## config.mk

```make
export PLATFORM = sky130hd
export DESIGN_NAME = dram_refresh_sched
export DESIGN_NICKNAME = d
export VERILOG_FILES = /design/src/rtl/refsch_pkg.sv /design/src/rtl/refsch_interval.sv /design/src/rtl/refsch_owed.sv /design/src/rtl/refsch_seq.sv /design/src/rtl/dram_refresh_sched.sv
export SDC_FILE = /design/constraint.sdc
export NUM_CORES = 1
export LEC_CHECK = 0
export CAP_MARGIN = 20
export CORE_MARGIN = 5
export CORE_UTILIZATION = 40
export CTS_BUF_LIST = sky130_fd_sc_hd__clkbuf_4 sky130_fd_sc_hd__clkbuf_8
export CTS_CLUSTER_SIZE = 14
export DETAILED_ROUTE_END_ITERATION = 16
export GPL_TIMING_DRIVEN = 0
export HOLD_SLACK_MARGIN = 0.08
export PLACE_DENSITY_LB_ADDON = 0.05
export SLEW_MARGIN = 20
export SYNTH_ARGS = -nofsm -noshare
export SYNTH_HDL_FRONTEND = slang
export SYNTH_HIERARCHICAL = 1
export SYNTH_SLANG_ARGS = --single-unit
```

## constraint.sdc

```tcl
create_clock -name clk -period 2.6 [get_ports clk]
set_input_delay 0.39 -clock clk [delete_from_list [all_inputs] [get_ports clk]]
set_output_delay 0.39 -clock clk [all_outputs]
set_load 0.03 [all_outputs]
```

## src/rtl/refsch_pkg.sv

```systemverilog
`timescale 1ns/1ps
package refsch_pkg;

    typedef struct packed {
        logic cs_n;
        logic ras_n;
        logic cas_n;
        logic we_n;
    } dram_cmd_t;

    localparam dram_cmd_t CMD_NOP = '{cs_n: 1'b0, ras_n: 1'b1, cas_n: 1'b1, we_n: 1'b1};
    localparam dram_cmd_t CMD_PRE = '{cs_n: 1'b0, ras_n: 1'b0, cas_n: 1'b1, we_n: 1'b0};
    localparam dram_cmd_t CMD_REF = '{cs_n: 1'b0, ras_n: 1'b0, cas_n: 1'b0, we_n: 1'b1};

    typedef enum logic [2:0] {
        SQ_IDLE,
        SQ_PRE,
        SQ_RP_WAIT,
        SQ_REF,
        SQ_RFC_WAIT
    } seq_state_t;

    function automatic dram_cmd_t cmd_for(seq_state_t s);
        case (s)
            SQ_PRE:  return CMD_PRE;
            SQ_REF:  return CMD_REF;
            default: return CMD_NOP;
        endcase
    endfunction

    function automatic logic a10_for(seq_state_t s);
        return (s == SQ_PRE);
    endfunction

    function automatic logic busy_for(seq_state_t s);
        return (s != SQ_IDLE);
    endfunction

    function automatic int max2(int a, int b);
        return (a > b) ? a : b;
    endfunction

endpackage

```

## src/rtl/refsch_interval.sv

```systemverilog
`timescale 1ns/1ps
module refsch_interval #(
    parameter int REFI_CYC = 1950
) (
    input  logic clk,
    input  logic rst,
    output logic tick
);
    localparam int CNT_W = (REFI_CYC > 2) ? $clog2(REFI_CYC) : 1;
    localparam logic [CNT_W-1:0] LAST = CNT_W'(REFI_CYC - 1);

    logic [CNT_W-1:0] cnt_q;

    assign tick = (cnt_q == LAST);

    always_ff @(posedge clk) begin
        if (rst)       cnt_q <= '0;
        else if (tick) cnt_q <= '0;
        else           cnt_q <= cnt_q + 1'b1;
    end
endmodule

```

## src/rtl/refsch_owed.sv

```systemverilog
`timescale 1ns/1ps
module refsch_owed #(
    parameter int MAX_OWED = 8,
    parameter int OWED_W   = 4
) (
    input  logic              clk,
    input  logic              rst,
    input  logic              inc,
    input  logic              dec,
    output logic [OWED_W-1:0] owed,
    output logic              any,
    output logic              full
);
    localparam logic [OWED_W-1:0] CAP = OWED_W'(MAX_OWED);

    logic [OWED_W-1:0] owed_q, owed_d;

    always_comb begin
        owed_d = owed_q;
        case ({inc, dec})
            2'b10:   if (owed_q != CAP)  owed_d = owed_q + 1'b1;
            2'b01:   if (owed_q != '0)   owed_d = owed_q - 1'b1;
            default: owed_d = owed_q;
        endcase
    end

    always_ff @(posedge clk) begin
        if (rst) owed_q <= '0;
        else     owed_q <= owed_d;
    end

    assign owed = owed_q;
    assign any  = (owed_q != '0);
    assign full = (owed_q == CAP);
endmodule

```

## src/rtl/refsch_seq.sv

```systemverilog
`timescale 1ns/1ps
module refsch_seq
    import refsch_pkg::*;
#(
    parameter int PRE_GAP_CYC  = 4,
    parameter int REF_HOLD_CYC = 27
) (
    input  logic      clk,
    input  logic      rst,
    input  logic      grant,
    input  logic      pending,
    output logic      ref_fire,
    output logic      busy,
    output dram_cmd_t cmd,
    output logic      a10
);
    localparam int WAIT_MAX = max2(PRE_GAP_CYC, REF_HOLD_CYC);
    localparam int WAIT_W   = (WAIT_MAX > 2) ? $clog2(WAIT_MAX) : 1;
    localparam logic [WAIT_W-1:0] RP_LOAD  = WAIT_W'(PRE_GAP_CYC - 2);
    localparam logic [WAIT_W-1:0] RFC_LOAD = WAIT_W'(REF_HOLD_CYC - 2);

    seq_state_t        st_q, st_d;
    logic [WAIT_W-1:0] wait_q, wait_d;

    always_comb begin
        st_d   = st_q;
        wait_d = wait_q;
        case (st_q)
            SQ_IDLE: begin
                if (grant && pending) st_d = SQ_PRE;
            end
            SQ_PRE: begin
                st_d   = SQ_RP_WAIT;
                wait_d = RP_LOAD;
            end
            SQ_RP_WAIT: begin
                if (wait_q == '0) st_d = SQ_REF;
                else              wait_d = wait_q - 1'b1;
            end
            SQ_REF: begin
                st_d   = SQ_RFC_WAIT;
                wait_d = RFC_LOAD;
            end
            SQ_RFC_WAIT: begin
                if (wait_q == '0) st_d = (grant && pending) ? SQ_REF : SQ_IDLE;
                else              wait_d = wait_q - 1'b1;
            end
            default: st_d = SQ_IDLE;
        endcase
    end

    always_ff @(posedge clk) begin
        if (rst) begin
            st_q   <= SQ_IDLE;
            wait_q <= '0;
        end else begin
            st_q   <= st_d;
            wait_q <= wait_d;
        end
    end

    assign ref_fire = (st_q == SQ_REF);
    assign busy     = busy_for(st_q);
    assign cmd      = cmd_for(st_q);
    assign a10      = a10_for(st_q);
endmodule

```

## src/rtl/dram_refresh_sched.sv

```systemverilog
`timescale 1ns/1ps
module dram_refresh_sched
    import refsch_pkg::*;
#(
    parameter int REFI_CYC     = 1950,
    parameter int PRE_GAP_CYC  = 4,
    parameter int REF_HOLD_CYC = 27,
    parameter int MAX_OWED     = 8
) (
    input  logic clk,
    input  logic rst,
    input  logic bus_grant,
    output logic bus_req,
    output logic bus_req_urgent,
    output logic ref_busy,
    output logic dram_cs_n,
    output logic dram_ras_n,
    output logic dram_cas_n,
    output logic dram_we_n,
    output logic dram_a10
);
    localparam int OWED_W = $clog2(MAX_OWED + 1);

    logic              tick;
    logic              ref_fire;
    logic              owed_any;
    logic              owed_full;
    logic [OWED_W-1:0] owed_q;
    dram_cmd_t         cmd;

    refsch_interval #(.REFI_CYC(REFI_CYC)) u_timer (
        .clk  (clk),
        .rst  (rst),
        .tick (tick)
    );

    refsch_owed #(.MAX_OWED(MAX_OWED), .OWED_W(OWED_W)) u_owed (
        .clk  (clk),
        .rst  (rst),
        .inc  (tick),
        .dec  (ref_fire),
        .owed (owed_q),
        .any  (owed_any),
        .full (owed_full)
    );

    refsch_seq #(.PRE_GAP_CYC(PRE_GAP_CYC), .REF_HOLD_CYC(REF_HOLD_CYC)) u_seq (
        .clk      (clk),
        .rst      (rst),
        .grant    (bus_grant),
        .pending  (owed_any),
        .ref_fire (ref_fire),
        .busy     (ref_busy),
        .cmd      (cmd),
        .a10      (dram_a10)
    );

    assign bus_req        = owed_any;
    assign bus_req_urgent = owed_full;
    assign dram_cs_n      = cmd.cs_n;
    assign dram_ras_n     = cmd.ras_n;
    assign dram_cas_n     = cmd.cas_n;
    assign dram_we_n      = cmd.we_n;
endmodule

```

==> summary.md <==
| Metric | Value |
|---|---|
| Worst Setup End Kind | `output port` |
| Crit-path slowest cell | `clkdlybuf4s50_1` |
| Top fanout value on the critical path | `10` |
| Worst setup margin | `between 0.2 and 0.25 ns` |
| Detailed-route via count | `1,225` |
| Via density | `5.35` |
| RSZ-0062 raised after global routing | `no` |
| Critical Path RT | `2.21 ns` |
| Gr ovfl total | `0` |
| Buf/Inv on CP | `2` |
| Largest net degree at the start of global routing | `13` |
| Die W | `69.8 microns` |
| Post-synthesis adder-cell area fraction | `4.37%` |
| Crit path max-delay family | `buffers and inverters` |
| Worst reg2reg path startpoint | `u_timer/cnt_q[0]` |
| Core area | `between 3000 and 4000 sq um` |
| Count of pins over their slew limit | `0` |
| H-tree levels | `1` |
| Die height | `69.8 microns` |
| Hpwl dp | `2180 microns` |
| FILL cells | `350` |
| WP data arrival | `1.99 ns` |
| Setup crit start kind | `flip-flop` |
| Hold depth | `2` |
| Simple-Gate Fraction of Synth Area | `27.7%` |
| # IOs | `11` |
| Worst Skew | `between 0.007 and 0.008 ns` |
| Iter 0 DRT Violations | `87` |
| WHS Endpoint | `u_timer/cnt_q[10]` |
| Hold Worst Slack | `0.515 ns` |
| CTS root buffer | `clkbuf_4` |
| Compound-cell area share of the yosys netlist | `a little under a quarter` |
| Register area share after synthesis | `32.1%` |
| # rows | `21` |
| CTS tree | `done` |
| P_leak | `0.581 nW` |
| Final period utilization | `91.4%` |
| Area of the die | `4880 sq um` |
| Distinct cells, synth | `54` |
| Count of final hold-check violations | `0` |
| Total track usage | `between 10% and 20%` |
| CP Class | `reg2out` |
| Clk sinks | `23` |
| Hold Crit Class | `reg2reg` |
| Finish-stage setup viols | `0` |
| Synth top area cells | `dfxtp_1 32%, ha_1 4.4%, inv_1 3.9%` |
| Run status | `complete, no violations` |
| ANT cells | `0` |
| Drt pass-1 iters | `4` |
| DRT Wirelength | `2930 microns` |
| Number of synthesized flops with an enable pin | `0` |
| Pwr dens | `352 nW/um^2` |
| Global-route wire length before repair | `5210 microns` |
| Setup TNS | `0 ns` |
| Pwr Total | `566 uW` |
| Multi-input logic area | `871 sq um` |
| Initial cell density of the core | `roughly 42%` |
| Register Area | `460 sq um` |
| Initial antenna violation count | `0` |
| TritonCTS Buffers | `3` |
| Period minus WS final | `2.38 ns` |
| Port Buffer Count | `9` |
| Syn_area_per_cell | `8.43 sq um` |
| Min-delay src | `u_timer/cnt_q[10]` |
| Wire per inst | `between 10 and 15 microns` |
| Worst-path cell chain | `clkbuf_1, or3_1, clkdlybuf4s50_1` |
| Slack of the worst reg-to-reg path | `~0.31 ns` |
| YS warnings | `6` |
| DR DRC count | `0` |
| Clock transition at the registers of the reported paths | `0.13 ns` |
| Post-CTS Setup Inserts | `0` |
| Crit-path max cell delay | `0.67 ns` |
| Routed Antenna Nets | `0` |
| Peak VDD IR | `0.313 mV` |
| Cells after Synth | `170` |
| Later-pin clock latency in the skew report | `0.31 ns` |
| Max-Cap Viols | `0` |
| Final net count | `192` |
| Combinational family with the most area after synthesis | `simple AND/OR/NAND/NOR gates` |
| Post-synthesis mux area share | `0.699%` |
| Number of global-route vias before repair | `1,159` |
| Synth area leader | `dfxtp_1` |
| Main flop type after synthesis | `dfxtp_1` |
| Async S/R FF share, synth | `0%` |
| Worst r2r path cells | `10` |
| Worst slack, placed | `0.312 ns` |
| Yosys top cell area share | `between 30% and 40%` |
| CTS resizes | `0` |
| Synthesized cell area | `roughly 1400 sq um` |
| Reg2reg end | `u_owed/owed[2]` |
| Gpl congestion | `between 0.8 and 0.9` |
| Fmax | `between 400 and 500 MHz` |
| Mapped Nets | `178` |
| Post-Synth XOR/XNOR Area | `4.89%` |
| # hold bufs at CTS | `0` |
| Layout cell share with drive strength beyond 1 | `11.5%` |
| Area grow syn2layout | `12.4%` |
| Longest Clk Path Bufs | `2` |
| Synthesized flop and latch total | `23` |
-- worst min-delay path, delay by kind of cell, from the launching register on --
kind	cells	cell delay, ns
flops	1	0.35
compound gates	2	0.14
-- sequential cells by signal, indices dropped and copies added, names as in the netlist --
name / count
u_owed/owed: 4
u_timer/cnt_q: 11
u_seq/st_q: 3
u_seq/wait_q: 5
-- how the worst max path moves through the flow --
stage	startpoint	end	slack, ns	cells after the start
floorplan	u_seq/st_q[0]	u_owed/owed[2]	0.48	9
global placement	u_timer/cnt_q[0]	u_owed/owed[2]	0.36	10
detailed placement	u_timer/cnt_q[0]	u_owed/owed[2]	0.31	10
CTS	u_seq/st_q[2]	ref_busy	0.22	3
global route	u_timer/cnt_q[0]	u_owed/owed[2]	0.05	10
finish	u_seq/st_q[2]	ref_busy	0.22	3
-- layout by cell type, fill, tap and decap left out, types with 2 or more instances in the layout --
master / Yosys / final
o31ai_1: 3 / 3
or3_1: 5 / 5
clkbuf_1: 3 / 3
and2_1: 2 / 2
nand4bb_1: 2 / 2
xnor2_1: 4 / 4
nand2_1: 11 / 11
o22ai_1: 3 / 3
o21ai_0: 6 / 6
buf_2: 3 / 3
ha_1: 5 / 5
inv_1: 15 / 15
clkdlybuf4s50_1: 0 / 9
nand3_1: 9 / 9
o211ai_1: 2 / 2
clkbuf_4: 0 / 4
dfxtp_1: 23 / 23
nor2_1: 15 / 15
a211oi_1: 3 / 3
nor3_1: 4 / 4
a21oi_1: 10 / 10
nand2b_1: 5 / 5
xor2_1: 4 / 4
-- cell usage after synthesis, types with 2 or more instances --
| cell type | instances |
|---|---|
| o31ai_1 | 3 |
| nand2_1 | 11 |
| dfxtp_1 | 23 |
| nand3_1 | 9 |
| nor2_1 | 15 |
| buf_2 | 3 |
| a211oi_1 | 3 |
| a21oi_1 | 10 |
| clkbuf_1 | 3 |
| nor3_1 | 4 |
| nand2b_1 | 5 |
| o211ai_1 | 2 |
| and2_1 | 2 |
| o21ai_0 | 6 |
| xor2_1 | 4 |
| or3_1 | 5 |
| ha_1 | 5 |
| inv_1 | 15 |
| o22ai_1 | 3 |
| xnor2_1 | 4 |
| nand4bb_1 | 2 |
-- logic make-up (layout without fill, tap and decap cells) --
group / Yosys count / after routing
buf+inv: 23 / 36
compound gates: 42 / 42
flops: 23 / 23
other cells: 1 / 1
mux: 1 / 1
xor+xnor: 8 / 8
fa+ha+maj: 5 / 5
simple gates: 67 / 67
-- report_power, final --
part	switching [mW]	total (mW)	leakage, nW	internal, mW
Clock	0.108	0.179	0.0184	0.0703
Combinational	0.0149	0.0253	0.377	0.0104
Sequential	0.00580	0.362	0.186	0.356
Total	0.129	0.566	0.581	0.437
-- routing by layer --
metal	global-route usage (%)	wire length (microns)
met1	16.1	1400
met3	3.62	117
met4	2.55	20
met2	21.0	1390
met5	0	0
-- cell type report --
cell class | instances | share of cell area [%]
buffer | 8 | 2.80
clock buffer | 4 | 1.86
inverter | 15 | 3.50
multi-input combinational | 124 | 54.1
sequential | 23 | 28.6
tap | 46 | 3.57
timing repair buffer | 9 | 5.59
-- per-stage QoR --
stage	instance area, sq um	instances	util, %
final	1610	229	47.5
after global routing	1610	229	47.5
after CTS	1610	229	47.5
after detailed placement	1580	225	46.6
after global placement	1580	225	46.6
after floorplan	1430	170	-
Note: power is estimated with default switching activity, not from simulation.
